`src/rtl/spi_rx_pkg.sv`:
```
package spi_rx_pkg;
    localparam int SYNC_DEPTH = 3;
    localparam int LANES      = 3;
    localparam int LANE_SCK   = 0;
    localparam int LANE_SEL   = 1;
    localparam int LANE_SDI   = 2;
    // idle level of each lane after reset: sck low, select high, data low
    localparam logic [LANES-1:0] LANE_IDLE = 3'b010;
endpackage

```
`src/rtl/spi_rx_sync.sv`:
```
module spi_rx_sync #(
    parameter int   DEPTH   = 3,
    parameter logic RST_VAL = 1'b0
) (
    input  logic clk,
    input  logic rst,
    input  logic din,
    output logic dout
);
    logic [DEPTH-1:0] chain_d, chain_q;

    always_comb begin
        chain_d = {chain_q[DEPTH-2:0], din};
    end

    always_ff @(posedge clk) begin
        if (rst) chain_q <= {DEPTH{RST_VAL}};
        else     chain_q <= chain_d;
    end

    assign dout = chain_q[DEPTH-1];
endmodule

```
`src/rtl/spi_rx_edge.sv`:
```
module spi_rx_edge #(
    parameter logic RST_VAL = 1'b0
) (
    input  logic clk,
    input  logic rst,
    input  logic level,
    output logic rise,
    output logic fall
);
    logic prev_d, prev_q;

    always_comb begin
        prev_d = level;
    end

    always_ff @(posedge clk) begin
        if (rst) prev_q <= RST_VAL;
        else     prev_q <= prev_d;
    end

    assign rise = level & ~prev_q;
    assign fall = ~level & prev_q;
endmodule

```
`src/rtl/spi_rx_core.sv`:
```
module spi_rx_core #(
    parameter int FRAME_MAX = 75,
    parameter int CNT_W     = $clog2(FRAME_MAX + 1)
) (
    input  logic                 clk,
    input  logic                 rst,
    input  logic                 sck_rise,
    input  logic                 sel_rise,
    input  logic                 sel_fall,
    input  logic                 sel_lvl,
    input  logic                 sdi_lvl,
    output logic [FRAME_MAX-1:0] word,
    output logic [CNT_W-1:0]     bits,
    output logic                 ovf,
    output logic                 valid
);
    localparam logic [CNT_W-1:0] CNT_LIMIT = CNT_W'(FRAME_MAX);

    typedef struct packed {
        logic [FRAME_MAX-1:0] shreg;
        logic [CNT_W-1:0]     cnt;
        logic                 over;
        logic [FRAME_MAX-1:0] word;
        logic [CNT_W-1:0]     bits;
        logic                 ovf;
        logic                 valid;
    } core_st_t;

    core_st_t st_d, st_q;

    always_comb begin
        st_d       = st_q;
        st_d.valid = 1'b0;
        if (sel_fall) begin
            st_d.shreg = '0;
            st_d.cnt   = '0;
            st_d.over  = 1'b0;
        end
        if (sck_rise && !sel_lvl) begin
            if (st_d.cnt < CNT_LIMIT) begin
                st_d.shreg = {st_d.shreg[FRAME_MAX-2:0], sdi_lvl};
                st_d.cnt   = st_d.cnt + 1'b1;
            end else begin
                st_d.over  = 1'b1;
            end
        end
        if (sel_rise) begin
            st_d.word  = st_d.shreg;
            st_d.bits  = st_d.cnt;
            st_d.ovf   = st_d.over;
            st_d.valid = 1'b1;
        end
    end

    always_ff @(posedge clk) begin
        if (rst) st_q <= '0;
        else     st_q <= st_d;
    end

    assign word  = st_q.word;
    assign bits  = st_q.bits;
    assign ovf   = st_q.ovf;
    assign valid = st_q.valid;
endmodule

```
`src/rtl/spi_frame_rx.sv`:
```
module spi_frame_rx #(
    parameter int FRAME_MAX = 75,
    parameter int CNT_W     = $clog2(FRAME_MAX + 1)
) (
    input  logic                 clk,
    input  logic                 rst,
    input  logic                 spi_sck,
    input  logic                 spi_sel_n,
    input  logic                 spi_sdi,
    output logic [FRAME_MAX-1:0] frm_word,
    output logic [CNT_W-1:0]     frm_bits,
    output logic                 frm_ovf,
    output logic                 frm_valid
);
    import spi_rx_pkg::*;

    logic [LANES-1:0] raw_in, sync_lvl;
    logic [1:0]       ev_rise, ev_fall;

    assign raw_in[LANE_SCK] = spi_sck;
    assign raw_in[LANE_SEL] = spi_sel_n;
    assign raw_in[LANE_SDI] = spi_sdi;

    for (genvar g = 0; g < LANES; g++) begin : g_sync
        spi_rx_sync #(.DEPTH(SYNC_DEPTH), .RST_VAL(LANE_IDLE[g])) u_sync (
            .clk(clk), .rst(rst), .din(raw_in[g]), .dout(sync_lvl[g])
        );
    end

    // edge lanes 0 (bit clock) and 1 (select) share lane indices with sync
    for (genvar e = 0; e < 2; e++) begin : g_edge
        spi_rx_edge #(.RST_VAL(LANE_IDLE[e])) u_edge (
            .clk(clk), .rst(rst), .level(sync_lvl[e]),
            .rise(ev_rise[e]), .fall(ev_fall[e])
        );
    end

    spi_rx_core #(.FRAME_MAX(FRAME_MAX), .CNT_W(CNT_W)) u_core (
        .clk(clk), .rst(rst),
        .sck_rise(ev_rise[LANE_SCK]),
        .sel_rise(ev_rise[LANE_SEL]),
        .sel_fall(ev_fall[LANE_SEL]),
        .sel_lvl(sync_lvl[LANE_SEL]),
        .sdi_lvl(sync_lvl[LANE_SDI]),
        .word(frm_word), .bits(frm_bits), .ovf(frm_ovf), .valid(frm_valid)
    );

    logic unused_ok;
    assign unused_ok = ev_fall[LANE_SCK];
endmodule

```
`config.mk`:
```
export PLATFORM = sky130hd
export DESIGN_NAME = spi_frame_rx
export DESIGN_NICKNAME = d
export VERILOG_FILES = /design/src/rtl/spi_rx_pkg.sv /design/src/rtl/spi_rx_sync.sv /design/src/rtl/spi_rx_edge.sv /design/src/rtl/spi_rx_core.sv /design/src/rtl/spi_frame_rx.sv
export SDC_FILE = /design/constraint.sdc
export NUM_CORES = 1
export LEC_CHECK = 0
export ABC_AREA = 1
export BUFFER_PORTS_ARGS = -buffer_cell sky130_fd_sc_hd__buf_2
export CORE_ASPECT_RATIO = 0.75
export CORE_MARGIN = 2
export CORE_UTILIZATION = 55
export CTS_BUF_LIST = sky130_fd_sc_hd__clkbuf_16
export CTS_CLUSTER_SIZE = 14
export DETAILED_ROUTE_END_ITERATION = 8
export PLACE_DENSITY = 0.77
export SLEW_MARGIN = 0
export SYNTH_ARGS = -nofsm -noshare
export SYNTH_HDL_FRONTEND = slang
export SYNTH_SLANG_ARGS = --single-unit
```
`constraint.sdc`:
```
create_clock -name clk -period 4.4 [get_ports clk]
set_clock_uncertainty 0.2 [all_clocks]
set_input_delay 0.22 -clock clk [delete_from_list [all_inputs] [get_ports clk]]
set_output_delay 0.22 -clock clk [all_outputs]
set_load 0.01 [all_outputs]
```
Yosys cells after proc, flatten, opt, wreduce, memory -nomap -nowiden
Cells that the tools add are included.
{"block": "word_totals", "regBits": 178, "output_inout_bits": 84, "wordCells": 27}
{"block": "op_classes", "n_addsub": 1, "order_cmp": 1, "muxes": 5, "bitwise_logic": 6, "reduce_logical": 2}
{"operator": "$mux 83", "n": 2}
{"operator": "$mux 82", "n": 1}
{"operator": "$add 7x1->7 const B", "n": 1}
{"operator": "$lt 7x7->1 const B", "n": 1}
{"operator": "$and 1x1->1", "n": 3}
{"operator": "$not 1->1", "n": 3}
{"operator": "$mux 1", "n": 2}
{"operator": "$logic_and 1x1->1", "n": 1}
{"operator": "$logic_not 1->1", "n": 1}

Logic depth before layout (Yosys ltp)
Gate-level depths: netlist of run 1.
{"block": "depth", "word_depth": 6, "ltp_mapped": 14, "mapped_depth_nobuf": 11}

By module
A second synthesis of run 1 with hierarchy kept.
{"block": "hier_totals", "cells_unflattened": 1207, "area_unflattened_um2": 8047.7}
{"mod": "spi_rx_core", "instances": 1, "cells_each": 1166, "area_per_inst_um2": 7712.4, "seq_area_each_um2": 3343.2}
{"mod": "spi_rx_sync at g_sync[0].u_sync ...", "instances": 2, "cells_each": 9, "area_per_inst_um2": 82.6, "seq_area_each_um2": 60.1}
{"mod": "spi_rx_sync at g_sync[1].u_sync", "instances": 1, "cells_each": 10, "area_per_inst_um2": 88.8, "seq_area_each_um2": 60.1}
{"mod": "spi_rx_edge at g_edge[1].u_edge", "instances": 1, "cells_each": 7, "area_per_inst_um2": 42.5, "seq_area_each_um2": 20.0}
{"mod": "spi_rx_edge at g_edge[0].u_edge", "instances": 1, "cells_each": 6, "area_per_inst_um2": 38.8, "seq_area_each_um2": 20.0}

Least setup slack after synthesis of run 1
OpenSTA, ideal clock, no wires.
{"block": "synth_timing", "path_kind": "flip-flop to flip-flop", "start": "register g_sync[1].u_sync.chain_q[2]", "end": "register u_core.st_q[91] (netlist bit)", "setup_ps": 70, "arrival_ps": 1593, "path_slack_ps": 2536, "path_stages_with_launch": 15, "path_buffers": 3, "period_less_slack_ps": 1864, "cell_sequence": "dfxtp_1 buf_6 inv_2 nand2_2 buf_6 buf_2 nand2_1 inv_1 ha_1 nand2_1 nor2_1 inv_1 nor3_1 nand2_1 a21oi_1"}
{"block": "synth_between", "elab_chain_len": 6, "elab_cells_between_ends": 9, "classes_between": "add/sub (1); order compare (1); mux (3); bitwise (2); reduce/logical (2)"}
{"element": "start, declared", "line": "spi_rx_sync.sv:10", "rtl": "logic [DEPTH-1:0] chain_d, chain_q;"}
{"element": "start signal, assigned", "line": "spi_rx_sync.sv:17", "rtl": "if (rst) chain_q <= {DEPTH{RST_VAL}};"}
{"element": "start signal, assigned", "line": "spi_rx_sync.sv:18", "rtl": "else chain_q <= chain_d;"}
{"element": "$not 1->1", "line": "spi_rx_edge.sv:22", "rtl": "assign fall = ~level & prev_q;"}
{"element": "$and 1x1->1", "line": "spi_rx_edge.sv:22"}
{"element": "$mux 83", "line": "spi_rx_core.sv:34", "rtl": "if (sel_fall) begin"}
{"element": "$add 7x1->7 / $lt 7x7->1 (equally long branches)", "line": "spi_rx_core.sv:42, spi_rx_core.sv:40"}
{"element": "$mux 82", "line": "spi_rx_core.sv:40", "rtl": "if (st_d.cnt < CNT_LIMIT) begin"}
{"element": "$mux 83 *", "line": "spi_rx_core.sv:39", "rtl": "if (sck_rise && !sel_lvl) begin"}
{"element": "end signal, assigned", "line": "spi_rx_core.sv:57", "rtl": "else st_q <= st_d;"}
{"element": "end, declared", "line": "spi_rx_core.sv:29", "rtl": "core_st_t st_d, st_q;"}
Every way passes the cells marked *; elsewhere a longest branch is shown, timed or not.
A chain may end at the register's enable or synchronous reset.

Worst setup path after layout of run 1
{"block": "layout_timing", "start": "register g_edge[1].u_edge.prev_q", "end": "register u_core.st_q[88] (netlist bit)"}
{"block": "layout_between", "elab_chain_len": 5, "elab_cells_between_ends": 6, "classes_between": "add/sub (1); order compare (1); mux (3); bitwise (1)"}
{"element": "start, declared", "line": "spi_rx_edge.sv:10", "rtl": "logic prev_d, prev_q;"}
{"element": "start signal, assigned", "line": "spi_rx_edge.sv:18", "rtl": "else prev_q <= prev_d;"}
{"element": "$and 1x1->1 *", "line": "spi_rx_edge.sv:22"}
{"element": "$mux 83 *", "line": "spi_rx_core.sv:34"}
{"element": "$add 7x1->7 / $lt 7x7->1 (equally long branches)", "line": "spi_rx_core.sv:42, spi_rx_core.sv:40"}
{"element": "$mux 82", "line": "spi_rx_core.sv:40"}
{"element": "$mux 83 *", "line": "spi_rx_core.sv:39"}
Marks and branches as above.

==> impl_metrics.csv, run 1 <==
group,metric,value,unit
detailed_routing,wl_met1,7.50,mm
setup_path,critPathCapture,"u_core.st_q[88]$_SDFF_PP0_",
timing,setup_viol_count_final,0,
placed_design,dp.cells,1170,
power,p_int,2.59,mW
die,row_count,37,
timing,tns,0,ns
outcome,status,"finished, final reports clean",
detailed_routing,routed_via_density,5.06,
detailed_routing,drtPass1Iterations,7,
placed_design,gp_congestion,0.836,
synth,ys_types,23,
power,comb_power_share,1.8,%
grt,grt_antenna_before_repair,0,
setup_path,reg2reg_from,"g_edge[1].u_edge.prev_q$_SDFF_PP1_",
synth,synthArstFlopShare,0,%
detailed_routing,vias,6092,
grt,overflow,0,
die,dieArea,15000,µm²
power,swShare,20.2,%
power,power.leakage,3.60,nW
timing,period_minus_slack,2.60,ns
die,die_h,107,µm
detailed_routing,wire_per_inst,12.6,µm
cts,path_clk_slew,0.06,ns
power,ir_drop,0.285,mV
timing,slew_headroom,26.4,%
setup_path,cpPeakStageDelay,0.84,ns
synth,synthTopCellsByArea,"dfxtp_1 46%, nand2_1 16%, a21oi_1 9.9%",
detailed_routing,drc,0,
finish,multi_input_area,2810,µm²
finish,num-fill-cells,1235,
setup_path,end_kind,"register",
finish,final_layout_size_suffix_gt1_share,15.1,%
timing,drv_slew,0,
setup_path,crit_path_start,"g_edge[1].u_edge.prev_q$_SDFF_PP1_",
synth,yosysMostFrequentCell,"nand2_1",
synth,synth_edf_count,0,
synth,syn_nets,1062,
timing,timing.fmax,384,MHz
setup_path,worstPathRequired,4.47,ns
setup_path,critPathSlowestCell,"nor2_8",
grt,grt_max_degree,85,
synth,synth_area_leader_cell,"dfxtp_1",
power,clkPwrFrac,48.4,%
grt,gr-usage-all-layers,20.8,%
synth,synth_area_per_cell,7.31,µm²
finish,syn_to_final_growth,5.17,%
cts,cts_root_buf,"clkbuf_16",
setup_path,crit_type,"register to register",
power,p_seq_share,49.7,%
die,die_w,141,µm
synth,synth-seq-area-share,46.2,%
timing,worstMarginPinSlew,1.10,ns
power,finalPower,3.25,mW
grt,grt_pass1_vias,5513,
setup_path,crit_chain,"nand2_4 -> nand2_1 -> nor2_1 -> inv_1 -> nand2_2 -> nor2_8 -> nand3_1 -> nand2_1 -> nor2_1",
die,initial_core_util,56.3,%
detailed_routing,finalWirelength,15.2,mm
finish,nNetsFinal,1024,
timing,hold_violations,0,
die,io_pins,89,
cts,ctsLongestPathBuffers,2,
setup_path,r2r_setup_slack,1.80,ns
setup_path,path_max_fanout,80,
detailed_routing,met2_length,6.77,mm
setup_path,start_kind,"register",
cts,cts-htree-levels,4,
placed_design,portBuffers,88,
placed_design,dpl.hpwl,8.52,mm
timing,timing.final.crit_share,59.2,%
power,p_switching,655,µW
synth,synth_top_area_share,46.2,%
finish,seq_area,3570,µm²
synth,synth_ff_type,"dfxtp_1",
cts,clock_latency,0.42,ns
timing,rsz0062_at_grt,"no",
run,max_cap_violations,0,
cts,post-cts-setup-buffer-count,0,
cts,cts_tree,"yes",
detailed_routing,drtIter0Drc,594,
die,core-area,13700,µm²
synth,ys_top_cells_by_count,"321 x nand2_1, 178 x dfxtp_1, 152 x a21oi_1",
grt,grt_pass1_wl,25.8,mm
setup_path,r2r-end,"u_core.st_q[88]$_SDFF_PP0_",
power,cellPowerDensity,400,nW/µm²
synth,ys_ff_latch,178,
min_path,hold_path_class,"register to register",
synth,ys_warn_count,0,
setup_path,crit_arrival,2.68,ns
cts,cts_sinks,178,
detailed_routing,wl_met3,785,µm
finish,utilization,59.2,%
cts,numCtsBuffers,17,
finish,stdcell_count,1205,
synth,syn-instance-count,1056,
finish,n_antenna_cell,0,
synth,syn_area,7720,µm²
detailed_routing,ant_nets,0,
detailed_routing,highest_layer,"met4",
setup_path,reg2reg_depth,9,
[critical path: cells and delay by family (launching register included)]
family,cells,cell delay [ns]
buffers and inverters,1,0.16
flip-flops,1,0.39
AND/OR/NAND/NOR,8,1.68
[stage by stage]
step / setup slack [ns] / cell area (µm²) / hold slack [ns]
CTS: 1.80 / 8120 / 0.205
global placement: 1.92 / 7460 / 0.191
finish: 1.80 / 8120 / 0.204
floorplan: 2.54 / 7720 / 0.124
global route: 1.56 / 8120 / 0.227
detailed placement: 1.86 / 7460 / 0.193
[flip-flops by register name, indices dropped and copies added, names as in the netlist]
signal	count
u_core.st_q	83
u_core.word	75
g_sync.u_sync.chain_q	9
u_core.bits	7
g_edge.u_edge.prev_q	2
u_core.ovf	1
u_core.valid	1
[cell usage in the layout, fill, tap and decap left out, drive strengths merged]
cell and count:
a21oi 162, a22oi 1, buf 94, bufinv 4
clkbuf 18, clkinv 7, dfxtp 178, dlygate4sd3 4
ha 1, inv 102, nand2 335, nand3 87
nand3b 1, nand4 5, nor2 23, nor3 2
o211ai 1, o22ai 1, or2 4
[worst min-delay path by stage]
stage,startpoint,end,slack (ns),cells past startpoint
global placement,g_sync[0].u_sync.chain_q[0]$_SDFF_PP0_,g_sync[0].u_sync.chain_q[1]$_SDFF_PP0_,0.19,2
CTS,g_sync[2].u_sync.chain_q[1]$_SDFF_PP0_,g_sync[2].u_sync.chain_q[2]$_SDFF_PP0_,0.21,2
detailed placement,g_sync[1].u_sync.chain_q[0]$_SDFF_PP1_,g_sync[1].u_sync.chain_q[1]$_SDFF_PP1_,0.19,1
finish,g_sync[0].u_sync.chain_q[0]$_SDFF_PP0_,g_sync[0].u_sync.chain_q[1]$_SDFF_PP0_,0.20,2
global route,g_sync[1].u_sync.chain_q[0]$_SDFF_PP1_,g_sync[1].u_sync.chain_q[1]$_SDFF_PP1_,0.23,1
floorplan,spi_sel_n,g_sync[1].u_sync.chain_q[0]$_SDFF_PP1_,0.12,1
[kinds of logic after synthesis]
group,count (synthesis),synth area share (%)
fa+ha+maj,1,0.162
buf+inv,255,17.7
compound gates,165,11.3
flops,178,46.2
simple gates,457,24.7
[layout make-up]
class / instances / share of cell area (%)
well taps: 175 / 2.70
clock inverters: 13 / 2.05
multi-input cells: 623 / 34.6
flip-flops and latches: 178 / 43.9
inverters: 100 / 4.62
clock buffers: 18 / 5.55
repair buffers: 98 / 6.55
[repair_timing]
item / 4_1_cts / 5_1_grt
hold endpoints to repair: 35 / 0
hold buffers: 4 / 0
setup endpoints to repair: 0 / 0
resized for setup: 0 / 0
[layer usage]
metal / global-route usage [%] / up-vias
li1: - / 3143
met1: 28.5 / 2782
met2: 33.0 / 154
met3: 5.09 / 13
met4: 5.79 / 0
met5: 0 / -
[power groups by stage]
| stage | Combinational, mW | Sequential [mW] | Clock [mW] |
|---|---|---|---|
| 6_report | 0.0597 | 1.62 | 1.57 |
| 5_1_grt | 0.0651 | 1.62 | 1.67 |
| 3_3_place_gp | 0.0568 | 1.65 | 0 |
| 2_1_floorplan | 0.0460 | 1.65 | 0 |
| 3_5_place_dp | 0.0571 | 1.65 | 0 |
| 4_1_cts | 0.0599 | 1.62 | 1.60 |
Power figures use the tool's default switching activity.
==> run 2: changes to the inputs <==
--- a/config.mk
+++ b/config.mk
@@ -5,7 +5,7 @@
 export SDC_FILE = /design/constraint.sdc
 export NUM_CORES = 1
 export LEC_CHECK = 0
-export ABC_AREA = 1
+export ABC_AREA = 0
 export BUFFER_PORTS_ARGS = -buffer_cell sky130_fd_sc_hd__buf_2
 export CORE_ASPECT_RATIO = 0.75
 export CORE_MARGIN = 2
==> constraint.sdc (replaced) <==
create_clock -name clk -period 2.71 [get_ports clk]
set_clock_uncertainty 0.2 [all_clocks]
set_input_delay 0.1355 -clock clk [delete_from_list [all_inputs] [get_ports clk]]
set_output_delay 0.1355 -clock clk [all_outputs]
set_load 0.01 [all_outputs]
==> run 2 against run 1 <==
Compared with the run above: routed wire length decreased by 19%; combinational power increased by 76%; sequential share of layout area increased by 4.0 points; clock power increased by 55%; maximum frequency increased by 4.4%; die area decreased by 10%.
==> impl_metrics.csv, run 2 <==
group,metric,value,unit
synth,synthTopCellsByArea,"dfxtp_1 52%, nand2_1 13%, buf_4 9.8%",
synth,ys_types,36,
cts,clock_latency,0.42,ns
power,ir_drop,0.423,mV
die,die_h,101,µm
placed_design,place_ws,0.276,ns
power,cellPowerDensity,693,nW/µm²
placed_design,gp_congestion,0.751,
grt,gr-usage-all-layers,18.9,%
finish,mostFrequentLayoutCell,"nand2_1",
setup_path,r2r_setup_slack,0.21,ns
cts,post-cts-setup-buffer-count,0,
setup_path,crit_type,"register to register",
cts,ctsLongestPathBuffers,2,
synth,ys_ff_latch,178,
timing,fin_ws,0.215,ns
grt,grt_pass1_vias,4358,
synth,synth_edf_count,0,
detailed_routing,ant_nets,0,
timing,worstMarginPinSlew,1.13,ns
timing,setup_viol_count_final,0,
timing,hold_violations,0,
timing,timing.final.crit_share,92.1,%
finish,syn_to_final_growth,7.59,%
detailed_routing,drtPass1Iterations,4,
timing,timing.fmax,401,MHz
die,dieArea,13500,µm²
cts,cts_tree,"yes",
synth,synth_top_area_share,51.6,%
die,row_count,35,
detailed_routing,routed_via_density,5.04,
grt,grt_antenna_before_repair,0,
detailed_routing,wire_per_inst,12.3,µm
setup_path,end_kind,"register",
finish,n_antenna_cell,0,
setup_path,worstPathRequired,2.86,ns
timing,tns,0,ns
synth,synth-seq-area-share,51.6,%
setup_path,path_max_fanout,8,
synth,synthArstFlopShare,0,%
finish,final_layout_size_suffix_gt1_share,16.4,%
setup_path,critPathBufInv,0,
cts,cts_sinks,178,
cts,cts-htree-levels,4,
timing,period_minus_slack,2.50,ns
setup_path,critPathCapture,"u_core.st_q[89]$_SDFF_PP0_",
min_path,hold_path_class,"input pin to register",
synth,syn_nets,858,
synth,syn_area,6910,µm²
finish,final_cell_mix,"245 x nand2_1, 178 x dfxtp_1, 87 x buf_2",
placed_design,dpl.hpwl,7.35,mm
placed_design,portBuffers,88,
cts,cts_root_buf,"clkbuf_16",
grt,overflow,0,
synth,yosysMostFrequentCell,"nand2_1",
synth,syn-instance-count,852,
outcome,status,"finished, final reports clean",
detailed_routing,drtIter0Drc,359,
run,max_cap_violations,0,
die,initial_core_util,56.3,%
power,power.leakage,2.69,nW
finish,largest-register,"u_core.st_q",
timing,slew_headroom,24.3,%
die,core-area,12300,µm²
setup_path,crit_arrival,2.65,ns
cts,path_clk_slew,0.07,ns
timing,drv_slew,0,
synth,ys_warn_count,0,
setup_path,reg2reg_from,"g_sync[1].u_sync.chain_q[2]$_SDFF_PP1_",
setup_path,crit_path_start,"g_sync[1].u_sync.chain_q[2]$_SDFF_PP1_",
setup_path,cpPeakStageDelay,0.46,ns
die,io_pins,89,
setup_path,r2r-end,"u_core.st_q[89]$_SDFF_PP0_",
setup_path,crit_chain,"nand2b_1 -> and2_1 -> ha_1 -> nor4bb_1 -> nand4_1 -> a2111oi_0 -> o21bai_1",
synth,synth_area_leader_cell,"dfxtp_1",
detailed_routing,vias,5063,
finish,largest_reg_flops,83,
detailed_routing,finalWirelength,12.4,mm
synth,ys_top_cells_by_count,"245 x nand2_1, 178 x dfxtp_1, 90 x buf_4",
synth,synth_ff_type,"dfxtp_1",
setup_path,reg2reg_depth,7,
synth,synth_area_per_cell,8.11,µm²
setup_path,cp_top_family,"simple AND/OR/NAND/NOR gates",
finish,nNetsFinal,832,
grt,grt_max_degree,104,
setup_path,start_kind,"register",
setup_path,critPathSlowestCell,"dfxtp_1",
detailed_routing,drc,0,
timing,rsz0062_at_grt,"no",
grt,grt_pass1_wl,20.6,mm
die,die_w,133,µm
setup_path,path_depth,7,
cts,numCtsBuffers,17,
==> run 2: cell types whose count changed after synthesis, moves of 5 or more <==
cell	before	now
nand2_2	14	0
inv_1	98	1
o21ai_1	0	64
nor2_1	22	6
clkbuf_1	55	45
nor2b_1	0	9
nand2_1	321	245
nand3_1	87	76
buf_6	10	0
o21ai_0	0	12
buf_2	3	8
a21oi_2	10	0
a21oi_1	152	84
==> run 2: cell type report <==
class	instances	area, µm²
Fill cell	1111	4830
Clock inverter	15	161
Clock buffer	17	425
Timing Repair Buffer	99	596
Multi-Input combinational cell	529	2470
Tap cell	166	208
Inverter	1	3.75
Sequential cell	178	3560
==> run 2: worst reg2reg max path, delay by kind of cell (launching register included) <==
family                   cells  cell delay [ns]
AND/OR/NAND/NOR              4             1.12
AO/OA/AOI/OAI                2             0.50
adder cells (fa/ha/maj)      1             0.17
flip-flops                   1             0.46
==> run 2: worst min-delay path by stage <==
stage,start,to,slack (ns),depth (start not counted)
after floorplan,spi_sel_n,g_sync[1].u_sync.chain_q[0]$_SDFF_PP1_,0.04,1
after global placement,spi_sel_n,g_sync[1].u_sync.chain_q[0]$_SDFF_PP1_,0.14,2
after detailed placement,spi_sel_n,g_sync[1].u_sync.chain_q[0]$_SDFF_PP1_,0.15,2
after CTS,rst,u_core.st_q[128]$_SDFF_PP0_,0.02,4
after global routing,rst,u_core.st_q[139]$_SDFF_PP0_,0.05,4
final,rst,u_core.st_q[95]$_SDFF_PP0_,0.04,4
==> run 2: logic make-up after synthesis <==
kind of cell	share of synthesized area, %
AOI/OAI and AO/OA	13.1
xor gates and xnor gates	0.254
adders and majority gates	0.181
buffers and inverters	12.9
DFF	51.6
muxes	0.145
and+or+nand+nor	21.8
==> run 2: per-stage QoR <==
stage	hold slack [ns]	utilization (%)	cells	power [mW]	instance area [µm²]
3_5_place_dp	0.151	55.6	970	2.78	6810
3_3_place_gp	0.143	55.6	970	2.78	6810
5_1_grt	0.0544	60.6	1005	5.32	7430
6_report	0.0400	60.6	1005	5.15	7430
2_1_floorplan	0.0393	-	852	2.76	6910
4_1_cts	0.0236	60.6	1005	5.21	7430
==> run 2: per-layer routing <==
layer	vias to the layer above	GRT usage, %	share of wire (%)	wire length, µm
met5	-	0	0	0
met4	0	7.45	0.58	72
met3	6	4.07	4.1	504
met2	95	29.3	44	5460
met1	2297	25.8	51	6320
li1	2665	-	-	-
==> run 2: repair_timing <==
action | CTS | global route
gates resized for setup | 0 | 0
hold endpoints to repair | 3 | 0
hold buffers | 3 | 0
==> run 2: report_power, final <==
group / switching, mW / total (mW) / internal (mW)
Sequential: 0.00226 / 2.62 / 2.62
Clock: 1.11 / 2.43 / 1.31
Combinational: 0.0819 / 0.105 / 0.0229
==> run 3: changes to the inputs <==
--- a/config.mk
+++ b/config.mk
@@ -10,7 +10,7 @@
 export CORE_ASPECT_RATIO = 0.75
 export CORE_MARGIN = 2
 export CORE_UTILIZATION = 55
-export CTS_BUF_LIST = sky130_fd_sc_hd__clkbuf_16
+export CTS_BUF_LIST = sky130_fd_sc_hd__clkbuf_2 sky130_fd_sc_hd__clkbuf_4 sky130_fd_sc_hd__clkbuf_8
 export CTS_CLUSTER_SIZE = 14
 export DETAILED_ROUTE_END_ITERATION = 8
 export PLACE_DENSITY = 0.77
==> run 3 against run 2 <==
Compared with the run above: via count up 0.97%; register-to-register slack gained 0.05 ns; largest power group unchanged; largest cell class unchanged; clock power shrank 25%; routed wire length down 0.29%; power is 12% lower; sequential power is essentially flat.
==> impl_metrics.csv, run 3 (same netlist as run 2, synthesis figures left out) <==
group,metric,value,unit
timing,worstMarginPinSlew,1.12,ns
cts,ctsLongestPathBuffers,2,
finish,seq_area,3560,µm²
setup_path,end_kind,"register",
finish,nNetsFinal,833,
finish,syn_to_final_growth,5.05,%
die,row_count,35,
die,die_h,101,µm
grt,grt_pass1_wl,20.5,mm
die,io_pins,89,
detailed_routing,drc,0,
grt,overflow,0,
finish,final_layout_size_suffix_gt1_share,16.5,%
setup_path,cp_top_family,"simple AND/OR/NAND/NOR gates",
grt,grt_antenna_before_repair,0,
setup_path,cpPeakStageDelay,0.49,ns
detailed_routing,wire_per_inst,12.2,µm
finish,n_antenna_cell,0,
cts,post-cts-setup-buffer-count,0,
setup_path,crit_type,"register to register",
setup_path,critPathSlowestCell,"dfxtp_1",
cts,cts-htree-levels,4,
min_path,hold_path_class,"register to register",
timing,timing.final.crit_share,90.0,%
finish,utilization,59.2,%
detailed_routing,drtIter0Drc,376,
grt,gr-usage-all-layers,18.9,%
cts,path_clk_slew,0.10,ns
finish,mostFrequentLayoutCell,"nand2_1",
finish,largest_reg_flops,83,
detailed_routing,finalWirelength,12.3,mm
finish,largest-register,"u_core.st_q",
outcome,status,"finished, final reports clean",
detailed_routing,routed_via_density,5.08,
timing,fin_hold_ws,0.214,ns
die,core-area,12300,µm²
timing,timing.fmax,410,MHz
setup_path,crit_arrival,2.63,ns
grt,grt_max_degree,104,
die,die_w,133,µm
placed_design,gp_congestion,0.751,
cts,clock_latency,0.46,ns
placed_design,portBuffers,88,
placed_design,dpl.hpwl,7.35,mm
power,power.leakage,2.61,nW
power,cellPowerDensity,626,nW/µm²
setup_path,start_kind,"register",
setup_path,path_max_fanout,8,
finish,num-fill-cells,1139,
cts,cts_tree,"yes",
die,dieArea,13500,µm²
cts,cts_root_buf,"clkbuf_8",
setup_path,worstPathRequired,2.90,ns
timing,rsz0062_at_grt,"no",
cts,numCtsBuffers,17,
timing,period_minus_slack,2.44,ns
finish,final_cell_mix,"245 x nand2_1, 178 x dfxtp_1, 87 x buf_2",
finish,multi_input_area,2480,µm²
die,initial_core_util,56.3,%
timing,tns,0,ns
detailed_routing,ant_nets,0,
timing,setup_viol_count_final,0,
power,ir_drop,0.347,mV
setup_path,crit_chain,"nand2b_1 -> and2_1 -> ha_1 -> nor4bb_2 -> nand4_1 -> a2111oi_0 -> o21bai_1",
timing,slew_headroom,25.3,%
detailed_routing,drtPass1Iterations,5,
timing,hold_violations,0,
detailed_routing,vias,5112,
grt,grt_pass1_vias,4358,
run,max_cap_violations,0,
timing,drv_slew,0,
cts,cts_sinks,178,
setup_path,critPathBufInv,0,
run 3: worst paths after layout:
kind | from | to | slack, ns | cells past startpoint
min reg2reg | g_sync[1].u_sync.chain_q[1]$_SDFF_PP1_ | g_sync[1].u_sync.chain_q[2]$_SDFF_PP1_ | 0.21 | 1
min | g_sync[1].u_sync.chain_q[1]$_SDFF_PP1_ | g_sync[1].u_sync.chain_q[2]$_SDFF_PP1_ | 0.21 | 1
max reg2reg | g_sync[1].u_sync.chain_q[2]$_SDFF_PP1_ | u_core.st_q[89]$_SDFF_PP0_ | 0.27 | 7
max | g_sync[1].u_sync.chain_q[2]$_SDFF_PP1_ | u_core.st_q[89]$_SDFF_PP0_ | 0.27 | 7
run 3: metrics by stage:
step	power [mW]	setup WS [ns]	area [µm²]	instances
6_report	4.54	0.270	7260	1006
3_3_place_gp	2.78	0.359	6810	970
5_1_grt	4.71	0.0355	7260	1006
4_1_cts	4.59	0.245	7250	1006
3_5_place_dp	2.78	0.276	6810	970
2_1_floorplan	2.76	0.710	6910	852
run 3: worst reg2reg max path, delay by kind of cell (launching register included):
kind | cells | cell delay, ns
adders and majority gates | 1 | 0.16
and+or+nand+nor | 4 | 1.05
DFF | 1 | 0.49
AOI/OAI and AO/OA | 2 | 0.50
run 3: timing repair:
item,CTS,global route
hold buffers,4,0
gates resized for setup,0,1
endpoints found under the setup margin,0,1
hold endpoints to repair,25,0
run 3: where the power goes:
part | internal [mW] | leakage (nW) | switching, mW
Sequential | 2.62 | 1.43 | 0.00247
Clock | 0.773 | 0.200 | 1.04
Combinational | 0.0239 | 0.975 | 0.0816
run 3: routing by layer:
metal | track usage [%] | share of wire, % | up-vias
met5 | 0 | 0 | -
met3 | 5.58 | 4.8 | 18
met1 | 25.6 | 51 | 2317
li1 | - | - | 2667
met4 | 6.79 | 1.7 | 0
met2 | 29.0 | 43 | 110
run 3: cell type report:
type                       instances  share of cell area, %
sequential                       178                   49.1
multi-input combinational        529                   34.2
timing repair buffer             100                   8.35
clock buffer                      17                   3.22
tap                              166                   2.86
clock inverter                    15                   2.22
inverter                           1                 0.0517
